**src/rtl/spi_qtx_pkg.sv**
```systemverilog
package spi_qtx_pkg;

    localparam int unsigned FRAME_BITS = 8;
    localparam int unsigned DIV_SEL_W  = 2;

    typedef enum logic {
        SEQ_IDLE = 1'b0,
        SEQ_RUN  = 1'b1
    } seq_state_e;

    typedef struct packed {
        logic                 cpol;
        logic                 cpha;
        logic [DIV_SEL_W-1:0] div_sel;
        logic                 loop_en;
    } spi_cfg_t;

    typedef struct packed {
        logic stb;   // an SCK edge happens this cycle
        logic lead;  // that edge is the leading one of its bit
        logic last;  // that edge closes the frame
    } edge_ev_t;

    // Half SCK period in system clocks: 1, 4, 16, 64
    function automatic int unsigned half_period(input logic [DIV_SEL_W-1:0] sel);
        return 32'd1 << (32'(sel) * 2);
    endfunction

    function automatic logic is_sample_edge(input logic cpha, input logic lead);
        return cpha ? ~lead : lead;
    endfunction

endpackage

```
**src/rtl/spi_qtx_seq.sv**
```systemverilog
module spi_qtx_seq
    import spi_qtx_pkg::*;
#(
    parameter int unsigned DATA_W = FRAME_BITS,
    parameter int unsigned DIV_W  = DIV_SEL_W
) (
    input  logic             clk,
    input  logic             rst,
    input  logic [DIV_W-1:0] div_sel,
    input  logic             loop_en,
    input  logic             hold_full,
    output logic             busy,
    output logic             load,
    output logic             sck_phase,
    output edge_ev_t         ev
);
    localparam int unsigned EDGES  = 2 * DATA_W;
    localparam int unsigned EIDX_W = $clog2(EDGES);
    localparam int unsigned CNT_W  = 2 * ((1 << DIV_W) - 1) + 1;

    seq_state_e        state_q;
    logic [CNT_W-1:0]  cnt_q;
    logic [EIDX_W-1:0] eidx_q;
    logic              ph_q;
    logic [CNT_W-1:0]  half_m1;
    logic              tick;
    logic              last_edge;
    logic              keep_run;

    always_comb begin
        half_m1   = CNT_W'(half_period(div_sel) - 1);
        tick      = (state_q == SEQ_RUN) && (cnt_q == half_m1);
        last_edge = tick && (eidx_q == EIDX_W'(EDGES - 1));
        load      = hold_full && ((state_q == SEQ_IDLE) || last_edge);
        keep_run  = last_edge && (hold_full || loop_en);
        ev.stb    = tick;
        ev.lead   = ~eidx_q[0];
        ev.last   = last_edge;
    end

    always_ff @(posedge clk) begin
        if (rst) begin
            state_q <= SEQ_IDLE;
            cnt_q   <= '0;
            eidx_q  <= '0;
            ph_q    <= 1'b0;
        end else begin
            case (state_q)
                SEQ_IDLE: begin
                    if (load) begin
                        state_q <= SEQ_RUN;
                        cnt_q   <= '0;
                        eidx_q  <= '0;
                        ph_q    <= 1'b0;
                    end
                end
                default: begin
                    if (tick) begin
                        cnt_q <= '0;
                        ph_q  <= ~ph_q;
                        if (last_edge) begin
                            eidx_q <= '0;
                            if (!keep_run) state_q <= SEQ_IDLE;
                        end else begin
                            eidx_q <= eidx_q + EIDX_W'(1);
                        end
                    end else begin
                        cnt_q <= cnt_q + CNT_W'(1);
                    end
                end
            endcase
        end
    end

    assign busy      = (state_q == SEQ_RUN);
    assign sck_phase = ph_q;

endmodule

```
**src/rtl/spi_qtx_tx.sv**
```systemverilog
module spi_qtx_tx
    import spi_qtx_pkg::*;
#(
    parameter int unsigned DATA_W = FRAME_BITS
) (
    input  logic              clk,
    input  logic              rst,
    input  logic              cpha,
    input  logic              wr_en,
    input  logic [DATA_W-1:0] wr_data,
    input  logic              load,
    input  logic              edge_stb,
    input  logic              edge_lead,
    output logic              tx_empty,
    output logic              hold_full,
    output logic [DATA_W-1:0] hold_view,
    output logic              mosi
);
    logic [DATA_W-1:0] hold_q;
    logic [DATA_W-1:0] sh_q;
    logic              empty_q;
    logic              mosi_q;
    logic              accept;
    logic              shift_now;

    always_comb begin
        accept    = wr_en && empty_q;
        shift_now = edge_stb && !is_sample_edge(cpha, edge_lead);
    end

    always_ff @(posedge clk) begin
        if (rst) begin
            hold_q  <= '0;
            sh_q    <= '0;
            empty_q <= 1'b1;
            mosi_q  <= 1'b0;
        end else begin
            if (accept) begin
                hold_q  <= wr_data;
                empty_q <= 1'b0;
            end
            if (shift_now) begin
                // rotate so a full frame restores the byte for a repeat
                sh_q <= {sh_q[DATA_W-2:0], sh_q[DATA_W-1]};
                if (cpha) mosi_q <= sh_q[DATA_W-1];
            end
            if (load) begin
                sh_q    <= hold_q;
                empty_q <= 1'b1;
            end
        end
    end

    assign tx_empty  = empty_q;
    assign hold_full = ~empty_q;
    assign hold_view = hold_q;
    assign mosi      = cpha ? mosi_q : sh_q[DATA_W-1];

endmodule

```
**src/rtl/spi_qtx_rx.sv**
```systemverilog
module spi_qtx_rx
    import spi_qtx_pkg::*;
#(
    parameter int unsigned DATA_W = FRAME_BITS
) (
    input  logic              clk,
    input  logic              rst,
    input  logic              cpha,
    input  logic              miso,
    input  edge_ev_t          ev,
    input  logic              stat_rd,
    input  logic              data_rd,
    output logic [DATA_W-1:0] rx_data,
    output logic              rx_full
);
    logic [DATA_W-1:0] sh_q;
    logic [DATA_W-1:0] rx_q;
    logic [DATA_W-1:0] rx_next;
    logic              full_q;
    logic              armed_q;
    logic              sample;
    logic              clear_req;

    always_comb begin
        sample    = ev.stb && is_sample_edge(cpha, ev.lead);
        rx_next   = sample ? {sh_q[DATA_W-2:0], miso} : sh_q;
        clear_req = data_rd && armed_q;
    end

    always_ff @(posedge clk) begin
        if (rst) begin
            sh_q    <= '0;
            rx_q    <= '0;
            full_q  <= 1'b0;
            armed_q <= 1'b0;
        end else begin
            if (sample) sh_q <= rx_next;
            if (stat_rd && full_q) armed_q <= 1'b1;
            if (clear_req) armed_q <= 1'b0;
            if (ev.last) begin
                rx_q   <= rx_next;
                full_q <= 1'b1;
            end else if (clear_req) begin
                full_q <= 1'b0;
            end
        end
    end

    assign rx_data = rx_q;
    assign rx_full = full_q;

endmodule

```
**src/rtl/spi_qtx.sv**
```systemverilog
module spi_qtx
    import spi_qtx_pkg::*;
#(
    parameter int unsigned DATA_W = FRAME_BITS,
    parameter int unsigned DIV_W  = DIV_SEL_W
) (
    input  logic              clk,
    input  logic              rst,
    input  logic              cfg_cpol,
    input  logic              cfg_cpha,
    input  logic [DIV_W-1:0]  cfg_div,
    input  logic              cfg_loop,
    input  logic              wr_en,
    input  logic [DATA_W-1:0] wr_data,
    input  logic              stat_rd,
    output logic              stat_tx_empty,
    output logic              stat_rx_full,
    input  logic              data_rd,
    output logic [DATA_W-1:0] rd_data,
    output logic              busy,
    output logic              sck,
    output logic              mosi,
    input  logic              miso
);
    spi_cfg_t          cfg;
    edge_ev_t          ev;
    logic              load;
    logic              hold_full;
    logic              sck_phase;
    logic [DATA_W-1:0] hold_q_w;
    logic              frame_last_w;

    always_comb begin
        cfg.cpol    = cfg_cpol;
        cfg.cpha    = cfg_cpha;
        cfg.div_sel = cfg_div;
        cfg.loop_en = cfg_loop;
    end

    spi_qtx_seq #(.DATA_W(DATA_W), .DIV_W(DIV_W)) seq_i (
        .clk       (clk),
        .rst       (rst),
        .div_sel   (cfg.div_sel),
        .loop_en   (cfg.loop_en),
        .hold_full (hold_full),
        .busy      (busy),
        .load      (load),
        .sck_phase (sck_phase),
        .ev        (ev)
    );

    spi_qtx_tx #(.DATA_W(DATA_W)) tx_i (
        .clk       (clk),
        .rst       (rst),
        .cpha      (cfg.cpha),
        .wr_en     (wr_en),
        .wr_data   (wr_data),
        .load      (load),
        .edge_stb  (ev.stb),
        .edge_lead (ev.lead),
        .tx_empty  (stat_tx_empty),
        .hold_full (hold_full),
        .hold_view (hold_q_w),
        .mosi      (mosi)
    );

    spi_qtx_rx #(.DATA_W(DATA_W)) rx_i (
        .clk     (clk),
        .rst     (rst),
        .cpha    (cfg.cpha),
        .miso    (miso),
        .ev      (ev),
        .stat_rd (stat_rd),
        .data_rd (data_rd),
        .rx_data (rd_data),
        .rx_full (stat_rx_full)
    );

    assign sck          = sck_phase ^ cfg.cpol;
    assign frame_last_w = ev.last;

endmodule

```
**config.mk**
```make
export PLATFORM = sky130hd
export DESIGN_NAME = spi_qtx
export DESIGN_NICKNAME = d
export VERILOG_FILES = /design/src/rtl/spi_qtx_pkg.sv /design/src/rtl/spi_qtx_seq.sv /design/src/rtl/spi_qtx_tx.sv /design/src/rtl/spi_qtx_rx.sv /design/src/rtl/spi_qtx.sv
export SDC_FILE = /design/constraint.sdc
export NUM_CORES = 1
export LEC_CHECK = 0
export BUFFER_PORTS_ARGS = -buffer_cell sky130_fd_sc_hd__clkbuf_2
export CORE_UTILIZATION = 25
export CTS_BUF_LIST = sky130_fd_sc_hd__clkbuf_2 sky130_fd_sc_hd__clkbuf_4 sky130_fd_sc_hd__clkbuf_8
export CTS_CLUSTER_DIAMETER = 200
export DETAILED_ROUTE_END_ITERATION = 7
export REMOVE_ABC_BUFFERS = 1
export SLEW_MARGIN = 30
export SYNTH_ARGS = -nofsm -noshare
export SYNTH_HDL_FRONTEND = slang
export SYNTH_SLANG_ARGS = --single-unit
export TNS_END_PERCENT = 50
```
**constraint.sdc**
```tcl
create_clock -name clk -period 1.8 [get_ports clk]
set_input_delay 0.09 -clock clk [delete_from_list [all_inputs] [get_ports clk]]
set_output_delay 0.09 -clock clk [all_outputs]
set_load 0.02 [all_outputs]
```
* After elaboration in Yosys (flattened, before gate mapping)
Cells that the tools add are included.
** Word-level totals
- Bits in registers :: 49
- Latch bits :: 0
- RAM bits :: 0
- Bits in read-only memories :: 0
- Input bits :: 19
- Output and inout bits :: 13
- Logic and storage cells :: 65
- Memories :: 0
** Operators by class
- Add/sub/neg operators :: 3
- $mul :: 0
- Divide/modulo/power cells :: 0
- $lt $le $gt $ge :: 0
- Eq/ne operators :: 3
- Shift-type cells :: 1
- Mux-type cells :: 22
- Bitwise operators :: 5
- Reduce and logical (&&, ||, !) cells :: 19
** Operators by type and width (number)
- $mux W8 :: 3
- $mux W7 :: 3
- $mux W4 :: 4
- $mux W1 :: 12
- $logic_and A1 B1 Y1 :: 9
- $add A7 B1 Y7 const B :: 1
- $eq A7 B7 Y1 :: 1
- $shl A1 B3 Y7 const A :: 1
- $sub A7 B1 Y7 const B :: 1
- $reduce_bool A2 Y1 :: 3
- $add A4 B1 Y4 const B :: 1
- $eq A4 B4 Y1 const B :: 1
- $not A1 Y1 :: 4
- $reduce_and A2 Y1 :: 2
- $reduce_or A2 Y1 :: 2
- $logic_or A1 B1 Y1 :: 2
- $ne A2 B1 Y1 const B :: 1
- $logic_not A1 Y1 :: 1
- $xor A1 B1 Y1 :: 1

* Depth between registers and ports, before layout
Gate-level depths: netlist of the first run.
- Depth after elaboration :: 10
- Gate-level depth with buffers :: 7
- Mapped depth without buffers :: 6

* Cells and area by module
Synthesis of the first run repeated with hierarchy kept, for this count alone.
** Second synthesis, totals
- Cells, all modules :: 259
- Area, all modules :: 2203.4 sq um
** By module, submodules not included
- spi_qtx_tx :: instances 1, cells each 92, area an instance 770.7 sq um, sequential area each 360.3 sq um
- spi_qtx_seq :: instances 1, cells each 94, area an instance 762.0 sq um, sequential area each 260.2 sq um
- spi_qtx_rx :: instances 1, cells each 72, area an instance 661.9 sq um, sequential area each 360.3 sq um
- spi_qtx :: instances 1, cells each 1, area an instance 8.8 sq um, sequential area each 0.0 sq um

* Worst setup path before layout of the first run
OpenSTA, ideal clock, no wires.
- Kind :: reg2reg
- Start point :: reg seq_i.cnt_q[4]
- End point :: reg rx_i.sh_q[0]
- Arrival :: 1792 ps
- Slack :: -120 ps
- Cell stages (with the launch flop) :: 7
- Path buffers :: 1
- Cells stage by stage :: dfxtp_1 -> a211o_1 -> a2111o_1 -> or3_1 -> buf_6 -> mux2i_1 -> nor2_1
** Between the ends
- Cells in the longest elaborated chain, start to end :: 4
** Ends and longest elaborated chain
- from (decl) :: RTL line spi_qtx_seq.sv:22 : logic [CNT_W-1:0] cnt_q;
- from (signal assigned) :: RTL line spi_qtx_seq.sv:68 : cnt_q <= cnt_q + CNT_W'(1);
- $eq A7 B7 Y1 (*) :: RTL line spi_qtx_seq.sv:32 : tick = (state_q == SEQ_RUN) && (cnt_q == half_m1);
- $logic_and A1 B1 Y1 (*) :: RTL line spi_qtx_seq.sv:32
- $logic_and A1 B1 Y1 (*) :: RTL line spi_qtx_rx.sv:25 : sample = ev.stb && is_sample_edge(cpha, ev.lead);
- $mux W8 :: RTL line spi_qtx_rx.sv:26 : rx_next = sample ? {sh_q[DATA_W-2:0], miso} : sh_q;
- to (signal assigned) :: RTL line spi_qtx_rx.sv:37 : if (sample) sh_q <= rx_next;
- to (decl) :: RTL line spi_qtx_rx.sv:16 : logic [DATA_W-1:0] sh_q;
Every way passes the cells marked *; elsewhere a longest branch is shown, timed or not.
A chain may end at the register's enable or synchronous reset.

* Worst setup path in the final report of the first run
- Start point :: reg seq_i.cnt_q[5]
- End point :: reg rx_i.rx_q[0] (netlist: rx_i.rx_data[0])
** Between the ends
- Cells in the longest elaborated chain, start to end :: 4
- Elaborated cells on any way between the ends :: 5
- Those cells by class :: 1 x eq/ne; 1 x mux; 3 x reduce/logical
** Ends and longest elaborated chain
- $eq A7 B7 Y1 (*) :: RTL line spi_qtx_seq.sv:32
- $logic_and A1 B1 Y1 (*) :: RTL line spi_qtx_seq.sv:32
- $logic_and A1 B1 Y1 :: RTL line spi_qtx_rx.sv:25
- $mux W8 :: RTL line spi_qtx_rx.sv:26
- to (signal assigned) :: RTL line spi_qtx_rx.sv:41 : rx_q <= rx_next;
- to (decl) :: RTL line spi_qtx_rx.sv:17 : logic [DATA_W-1:0] rx_q;
Marks and branches as above.

==> results of run 1 <==
==> tightest hold or removal path: cells and delay by family <==
family,cells,cell delay [ps]
compound gates,1,60
buf+inv,1,80
simple gates,1,50
==> per-stage QoR <==
step / std cells / worst slack (ps) / setup TNS [ps] / util
final: 412 / -192 / -3430 / 0.349
after global routing: 412 / -264 / -6110 / 0.349
after CTS: 407 / -137 / -1870 / 0.331
after detailed placement: 399 / -174 / -2580 / 0.315
after global placement: 399 / -115 / -1540 / 0.315
after floorplan: 233 / -182 / -3460 / -
==> cell families (layout without fill, tap and decap cells) <==
| logic type | count (synthesis) | count (layout) |
|---|---|---|
| adders and majority gates | 2 | 2 |
| DFF | 49 | 49 |
| muxes | 20 | 20 |
| buffers and inverters | 14 | 76 |
| AOI/OAI and AO/OA | 52 | 52 |
| xor gates and xnor gates | 3 | 3 |
| and+or+nand+nor | 105 | 105 |
==> layer usage <==
metal | vias up | share of wire
met5 | - | 0
met4 | 0 | 0.0030
met3 | 2 | 0.034
met2 | 23 | 0.49
met1 | 937 | 0.48
li1 | 1009 | -
==> worst paths after layout <==
kind | end | startpoint | cells after the start | slack [ps]
setup / recovery | rx_i.rx_data[0]$_SDFFE_PP0P_ | seq_i.cnt_q[5]$_SDFFE_PP0P_ | 7 | -190
hold / removal | tx_i.hold_view[7]$_SDFFE_PP0P_ | wr_data[7] | 3 | 20
setup reg to reg | rx_i.rx_data[0]$_SDFFE_PP0P_ | seq_i.cnt_q[5]$_SDFFE_PP0P_ | 7 | -190
hold reg to reg | tx_i.hold_view[0]$_SDFFE_PP0P_ | tx_i.hold_view[0]$_SDFFE_PP0P_ | 2 | 460
==> flip-flops by register name, summed over array words and instances (netlist names) <==
signal           count
rx_i.rx_data         8
rx_i.rx_full         1
tx_i.hold_view       8
tx_i.mosi_q          1
seq_i.cnt_q          7
seq_i.eidx_q         4
seq_i.sck_phase      1
tx_i.sh_q            8
rx_i.sh_q            8
seq_i.busy           1
tx_i.tx_empty        1
rx_i.armed_q         1
==> power by group <==
group          switching (mW)  leakage [nW]  internal [mW]
clock network           0.368        0.0574          0.452
logic                   0.153         0.730          0.109
registers              0.0217         0.399           1.12
total                   0.543          1.19           1.68
==> cell usage in the layout (no fill, tap or decap), drive strengths merged, types with 3 or more instances in the layout <==
master,synthesis,layout
a31oi,4,4
xor2,3,3
nand3b,4,4
nor3,5,5
nor2,36,36
nand2,27,27
a311oi,10,10
dfxtp,49,49
a21oi,18,18
nand3,21,21
buf,6,35
a211oi,10,10
mux2i,18,18
clkbuf,6,37
==> cells in the mapped netlist (all sizes together) <==
cell / n / share of area
a2111o: 1 / 0.0052
a2111oi: 1 / 0.0069
a211o: 1 / 0.0040
a211oi: 10 / 0.037
a21oi: 18 / 0.041
a22o: 1 / 0.0040
a22oi: 2 / 0.0069
a2bb2oi: 1 / 0.0040
a311oi: 10 / 0.040
a31oi: 4 / 0.011
and2: 1 / 0.0029
and4: 1 / 0.0040
buf: 6 / 0.019
clkbuf: 6 / 0.010
dfxtp: 49 / 0.45
ha: 2 / 0.011
inv: 2 / 0.0034
mux2: 2 / 0.010
mux2i: 18 / 0.083
nand2: 27 / 0.048
nand2b: 2 / 0.0057
nand3: 21 / 0.048
nand3b: 4 / 0.014
nand4: 2 / 0.0057
nand4b: 1 / 0.0040
nor2: 36 / 0.063
nor2b: 1 / 0.0029
nor3: 5 / 0.017
nor4b: 1 / 0.0040
o21ai: 1 / 0.0023
o21bai: 1 / 0.0034
o31ai: 1 / 0.0034
or3: 2 / 0.0057
or4: 1 / 0.0034
xor2: 3 / 0.015
==> layout make-up <==
cell class              instances  area [sq um]
multi-input cells             182          1230
inverters                       2          7.51
flip-flops and latches         49           983
repair buffers                 66           440
well taps                     105           131
fillers                       891          5430
clock buffers                   6          82.6
clock inverters                 2          37.5
==> timing repair <==
action	4_1_cts	5_1_grt
gates cloned	0	1
pin swaps	1	20
resized for setup	4	27
hold endpoints to repair	0	0
setup endpoints to repair	31	35
setup buffers	0	4
==> flow_summary.ini, run 1 <==
[timing]
fin_hold_ws_ps = 23.4
fin_ws_ps = -192
skew_ps = 4.05
tightest_slew_ps = 438
layout_worst_path_cycle_share = 1.11
setup_viol = 29
maxSlewViolCount = 0
fmax_mhz = 502
period_needed_ps = 1990
hold_viol = 0
rsz0062_at_grt = true
slew_headroom = 0.707

[finish]
drive_above_1_share = 0.332
layout-area-overhead-vs-synth_pct = 33.4
design_area_sq_um = 2910
antenna_cells = 0
nNetsFinal = 327

[setup_path]
required_ps = 1980
slowest_stage = a2111o_1
cp-end-kind = flip-flop
critical_path_class = reg -> reg
cp_max_fo = 8
critPathLaunchType = flip-flop
path_common_cell = buf_6
crit_family = compound AO/OA/AOI/OAI gates
arrival_ps = 2170
cpPeakStageDelay_ps = 460
worst-path-buf-inv = 3
path_cells = a211o_1 > a2111o_1 > buf_6 > nor3_4 > buf_6 > buf_4 > a211oi_1

[yosys]
synthXorXnorAreaFrac = 0.0155
yosys_warnings = 0
synth_top_family_by_area = simple AND/OR/NAND/NOR gates
yosysSeqAreaShare = 0.450
synthAdderAreaFrac = 0.0115
syn_area_sq_um = 2180
ys_types = 43
yosys.area_share.simple = 0.228
synth_seq_cells = 49
synth_compound_area_frac = 0.170
avgSynthCellArea_sq_um = 8.91
muxShareOfSynthArea = 0.0929
postSynthCellCount = 245

[run]
cap_violations = 0

[floorplan]
dieHeight_microns = 95.4
coreArea_sq_um = 8340
initial_core_util = 0.262
die_w_microns = 95.4
dieArea_sq_um = 9110
ioPinCount = 32
rows = 33

[global_route]
grt_use_total = 0.118
grt_pass1_wl_mm = 8.38
antenna_found_initial = 0
use_met2 = 0.192
use_met3 = 0.0287
grt_pass1_vias = 1797
top_usage_layer = met2
grt_max_degree = 28
grt_overflow = 0
use_met1 = 0.157

[detailed_routing]
vias = 1971
drc = 0
drt_iter0_drc = 84
wl_mm = 5.31
viasPerCell = 4.78
routedWlPerCell_microns = 12.9
ant_nets = 0
dr.pass1.iters = 4

[cts]
clkTransAtPathRegs_ps = 90
htree_levels = 2
worst_skew_pair.late_latency_ps = 300
cts_tree = done
cts_buffers = 5
cts_buffer_depth = 2
clkSinkCount = 49
hold_buffers = 0
clockRootBuffer = clkbuf_8

[hold_path]
hold_class = in -> reg

[status]
violations = setup timing
outcome = finished, violations left

[place]
place.gp.congestion = 0.821
placed_area_sq_um = 2630
dp_hpwl_mm = 3.79
port_buffers = 31

[power_and_ir_drop]
p_leak_nw = 1.19
peakVddDrop_mv = 0.381
total_power_mw = 2.22
powerDensity_nw_per_um2 = 763
(Power assumes the default switching activity.)
==> run 2: changes to the inputs <==
==> constraint.sdc (replaced) <==
create_clock -name clk -period 2.2 [get_ports clk]
set_input_delay 0.11 -clock clk [delete_from_list [all_inputs] [get_ports clk]]
set_output_delay 0.11 -clock clk [all_outputs]
set_load 0.02 [all_outputs]
==> flow_summary.ini, run 2 (synthesis results as in run 1) <==
[status]
outcome = completed

[finish]
final_common_cell = dfxtp_1
num-fill-cells = 916
drive_above_1_share = 0.201
antenna_cells = 0
utilization = 0.312
layout_common_cells = dfxtp_1 (49), nor2_1 (35), clkbuf_2 (31), nand2_1 (26), nand3_1 (21)
layout-area-overhead-vs-synth_pct = 19.1
nNetsFinal = 299
design_area_sq_um = 2600

[global_route]
grt_pass1_vias = 1749
grt_max_degree = 27
antenna_found_initial = 0
grt_use_total = 0.117
grt_pass1_wl_mm = 8.34
grt_overflow = 0

[power_and_ir_drop]
peakVddDrop_mv = 0.291
powerDensity_nw_per_um2 = 693
p_leak_nw = 1.02

[timing]
hold_viol = 0
layout_worst_path_cycle_share = 0.927
fin_hold_ws_ps = 36.8
rsz0062_at_grt = false
tightest_slew_ps = 577
fin_ws_ps = 161
period_needed_ps = 2040
fmax_mhz = 490
maxSlewViolCount = 0
tns_ps = 0
slew_headroom = 0.615
setup_viol = 0
skew_ps = 4.00

[cts]
cts_buffers = 5
clkSinkCount = 49
worst_skew_pair.late_latency_ps = 300
clkTransAtPathRegs_ps = 90
cts_buffer_depth = 2
hold_buffers = 0
htree_levels = 2
clockRootBuffer = clkbuf_8
cts_tree = done

[floorplan]
ioPinCount = 32
coreArea_sq_um = 8340
dieHeight_microns = 95.4
die_w_microns = 95.4
dieArea_sq_um = 9110
rows = 33
initial_core_util = 0.262

[detailed_routing]
wl_mm = 4.86
routedWlPerCell_microns = 12.7
drt_iter0_drc = 95
vias = 1878
drc = 0
dr.pass1.iters = 4
ant_nets = 0
viasPerCell = 4.89

[setup_path]
critical_path_class = reg -> reg
required_ps = 2430
arrival_ps = 2270
cp_max_fo = 5
critPathLaunchType = flip-flop
cp-end-kind = flip-flop

[run]
cap_violations = 0

[place]
dp_hpwl_mm = 3.50
port_buffers = 31
pre_cts_ws_ps = 103
placed_area_sq_um = 2470
place.gp.congestion = 0.785

[hold_path]
hold_class = in -> reg
==> run 2: worst paths after layout <==
kind,start,end,slack [ps],cells past startpoint
min reg2reg,tx_i.hold_view[3]$_SDFFE_PP0P_,tx_i.hold_view[3]$_SDFFE_PP0P_,460,2
max reg2reg,seq_i.cnt_q[4]$_SDFFE_PP0P_,seq_i.eidx_q[3]$_SDFFE_PP0P_,160,5
max,seq_i.cnt_q[4]$_SDFFE_PP0P_,seq_i.eidx_q[3]$_SDFFE_PP0P_,160,5
min,wr_data[7],tx_i.hold_view[7]$_SDFFE_PP0P_,40,3
==> run 2: final cells by class <==
| cell class | count | area (sq um) | area share |
|---|---|---|---|
| Inverter | 2 | 7.51 | 0.00289 |
| Clock buffer | 7 | 90.1 | 0.0347 |
| Multi-Input combinational cell | 182 | 1140 | 0.438 |
| Timing Repair Buffer | 38 | 220 | 0.0847 |
| Clock inverter | 1 | 30.0 | 0.0116 |
| Sequential cell | 49 | 981 | 0.377 |
| Tap cell | 105 | 131 | 0.0506 |
==> run 2: timing repair <==
action | in CTS | in global routing
buffers inserted | 0 | 0
setup endpoints to repair | 0 | 8
gates resized for setup | 0 | 2
==> run 2: per-stage QoR <==
step	std cells	power, mW
3_3_place_gp	376	1.13
4_1_cts	384	1.82
3_5_place_dp	376	1.14
2_1_floorplan	233	1.05
5_1_grt	384	1.89
6_report	384	1.80
==> run 2: routing by layer <==
layer  vias up  track usage  part of all wire
met2        26        0.186              0.47
met1       885        0.155              0.48
met4         0       0.0299            0.0082
met5         -            0                 0
li1        962            -                 -
met3         5       0.0319             0.042
==> run 2: power by group <==
group	total (mW)	internal (mW)	leakage (nW)	switching, mW
combinational	0.178	0.0684	0.562	0.110
clock	0.687	0.383	0.0619	0.303
sequential	0.936	0.915	0.398	0.0213
==> run 2: worst max-delay path: stages (launching register included) <==
cell	delay [ps]
dfxtp_1	350
a211o_1	310
a2111oi_2	530
nand2_2	140
or4_1	490
a31oi_1	140
==> run 3: changes to the inputs <==
--- a/config.mk
+++ b/config.mk
@@ -6,6 +6,7 @@
 export NUM_CORES = 1
 export LEC_CHECK = 0
 export BUFFER_PORTS_ARGS = -buffer_cell sky130_fd_sc_hd__clkbuf_2
+export CAP_MARGIN = 25
 export CORE_UTILIZATION = 25
 export CTS_BUF_LIST = sky130_fd_sc_hd__clkbuf_2 sky130_fd_sc_hd__clkbuf_4 sky130_fd_sc_hd__clkbuf_8
 export CTS_CLUSTER_DIAMETER = 200
@@ -14,5 +15,6 @@
 export SLEW_MARGIN = 30
 export SYNTH_ARGS = -nofsm -noshare
 export SYNTH_HDL_FRONTEND = slang
+export SYNTH_HIERARCHICAL = 1
 export SYNTH_SLANG_ARGS = --single-unit
 export TNS_END_PERCENT = 50
==> flow_summary.ini, run 3 <==
[hold_path]
min_path_cells = 3
hold_class = in -> reg

[finish]
num-fill-cells = 910
layout-area-overhead-vs-synth_pct = 17.3
final_common_cell = dfxtp_1
nNetsFinal = 310
design_area_sq_um = 2580
antenna_cells = 0
layout_common_cells = dfxtp_1 (45), clkbuf_2 (31), nand3_1 (27), nor2_1 (22)
drive_above_1_share = 0.221

[floorplan]
dieHeight_microns = 95.9
ioPinCount = 32
dieArea_sq_um = 9190
rows = 33
initial_core_util = 0.263
coreArea_sq_um = 8380
die_w_microns = 95.9

[global_route]
grt_max_degree = 47
grt_pass1_wl_mm = 8.42
antenna_found_initial = 0
use_met3 = 0.0276
top_usage_layer = met2
grt_use_total = 0.118
grt_pass1_vias = 1771
use_met2 = 0.178
use_met1 = 0.167
grt_overflow = 0

[timing]
hold_viol = 0
period_needed_ps = 2050
tns_ps = 0
setup_viol = 0
rsz0062_at_grt = false
layout_worst_path_cycle_share = 0.932
fmax_mhz = 487
maxSlewViolCount = 0
skew_ps = 8.64
tightest_slew_ps = 723
slew_headroom = 0.514

[setup_path]
critical_path_class = reg -> reg
required_ps = 2360
path_depth = 7
cp-end-kind = flip-flop
path_cells = nand2_2 > or3_4 > a211o_1 > inv_1 > inv_1 > o21ai_0 > a311oi_1
worst-path-buf-inv = 2
slowest_stage = or3_4
reg2reg_depth = 7
path_common_cell = inv_1
cp_max_fo = 8
arrival_ps = 2220
cpPeakStageDelay_ps = 410
crit_family = compound AO/OA/AOI/OAI gates
critPathLaunchType = flip-flop

[yosys]
synth_edf_count = 0
avgSynthCellArea_sq_um = 8.51
synth_compound_area_frac = 0.261
synth_top_family_by_area = compound AO/OA/AOI/OAI gates
ys_types = 44
synth_seq_cells = 49
yosysSeqAreaShare = 0.445
syn_area_sq_um = 2200
synth_commonest_cells = dfxtp_1 (49), nand3_1 (27), nor2_1 (22)
synthAdderAreaFrac = 0.0114
async_reset_ff_frac = 0
yosys_warnings = 6
yosysTopAreaCell = dfxtp_1
synth_flop_cell = dfxtp_1
yosys.area_share.simple = 0.168
synth_most_common_cell = dfxtp_1
synthXorXnorAreaFrac = 0.0301
synth_area_leaders = dfxtp_1 (45%), nand3_1 (6.1%), a21oi_1 (4.8%)
postSynthCellCount = 259
netlist.area_leader.share = 0.445
muxShareOfSynthArea = 0.0193

[power_and_ir_drop]
switching_share = 0.263
peakVddDrop_mv = 0.303
clockPowerShare = 0.322
powerDensity_nw_per_um2 = 642
p_leak_nw = 0.934
seq_power_share = 0.568
total_power_mw = 1.66
intPower_mw = 1.22
p_sw_mw = 0.437
p_comb_frac = 0.110

[cts]
clkSinkCount = 49
clockRootBuffer = clkbuf_8
cts_setup_buffers = 0
htree_levels = 2
cts_buffers = 5
worst_skew_pair.late_latency_ps = 290
cts_buffer_depth = 2
hold_buffers = 0
clkTransAtPathRegs_ps = 90
cts_tree = done

[place]
dp_hpwl_mm = 3.32
port_buffers = 31
placed_area_sq_um = 2470
place.gp.congestion = 0.786

[detailed_routing]
vias = 1977
routedWlPerCell_microns = 12.5
drt_iter0_drc = 101
dr.pass1.iters = 4
drc = 0
wl_mm = 4.92
viasPerCell = 5.01
ant_nets = 0

[status]
outcome = completed

[run]
cap_violations = 0
-- run 3: cell count changes in the layout (fill, tap and decap cells not counted), sizes merged, moves of 3 or more --
cell and change:
o21ai +20, nor2 -14, a31oi +6, a21oi +3, a221oi +8, nand2 -6
inv +15, a211oi -9, mux2i -16, nand3 +6
-- run 3: cell families after synthesis --
logic type / Yosys count
AND/OR/NAND/NOR: 80
multiplexers: 4
XOR/XNOR: 5
buffers and inverters: 33
flip-flops: 49
adder cells (fa/ha/maj): 2
AO/OA/AOI/OAI: 86
-- run 3: path summary, 6_finish.rpt --
check                                               startpoint                             end  slack [ps]
worst max-delay path               seq_i/cnt_q[3]$_SDFFE_PP0P_    rx_i/rx_data[1]$_SDFFE_PP0P_         150
worst min-delay path                                wr_data[0]  tx_i/hold_view[0]$_SDFFE_PP0P_          50
worst max register to register     seq_i/cnt_q[3]$_SDFFE_PP0P_    rx_i/rx_data[1]$_SDFFE_PP0P_         150
worst min register to register  tx_i/hold_view[6]$_SDFFE_PP0P_  tx_i/hold_view[6]$_SDFFE_PP0P_         460
-- run 3: per-stage QoR --
| step | setup slack, ps | hold slack, ps | utilization | instances |
|---|---|---|---|---|
| after floorplan | -326 | 179 | - | 243 |
| after global placement | 139 | 360 | 0.295 | 387 |
| after detailed placement | 81.6 | 359 | 0.295 | 387 |
| after CTS | 69.7 | 38.4 | 0.306 | 395 |
| after global routing | 8.55 | 37.2 | 0.308 | 395 |
| final | 149 | 49.6 | 0.308 | 395 |
-- run 3: per-layer routing --
metal	wire length (microns)	vias up	share of wire
met5	0	-	0
met1	2520	940	0.51
met3	185	2	0.038
met4	30	0	0.0061
met2	2180	35	0.44
li1	-	1000	-
-- run 3: cell type report --
class	instances	area [sq um]	share of cell area
well taps	105	131	0.0508
multi-input cells	177	1100	0.424
clock buffers	6	76.3	0.0295
inverters	17	63.8	0.0247
repair buffers	39	215	0.0833
flip-flops and latches	49	986	0.382
clock inverters	2	15.0	0.00581
-- run 3: power by group through the flow --
stage	Clock [mW]	Sequential, mW	Combinational, mW
floorplan	0	0.959	0.0988
global placement	0	0.961	0.177
detailed placement	0	0.962	0.178
CTS	0.560	0.941	0.179
global route	0.603	0.947	0.205
finish	0.535	0.942	0.182
-- run 3: timing repair --
action / 4_1_cts / 5_1_grt
endpoints found under the setup margin: 0 / 24
gates resized for setup: 0 / 12
endpoints found under the hold margin: 0 / 0
-- run 3: worst reg2reg max path: stages, from the launching register on --
cell and delay [ps]:
dfxtp_2 400, nand2_2 90, or3_4 410, a211o_1 360, inv_1 140, inv_1 160, o21ai_0 250, a311oi_1 120
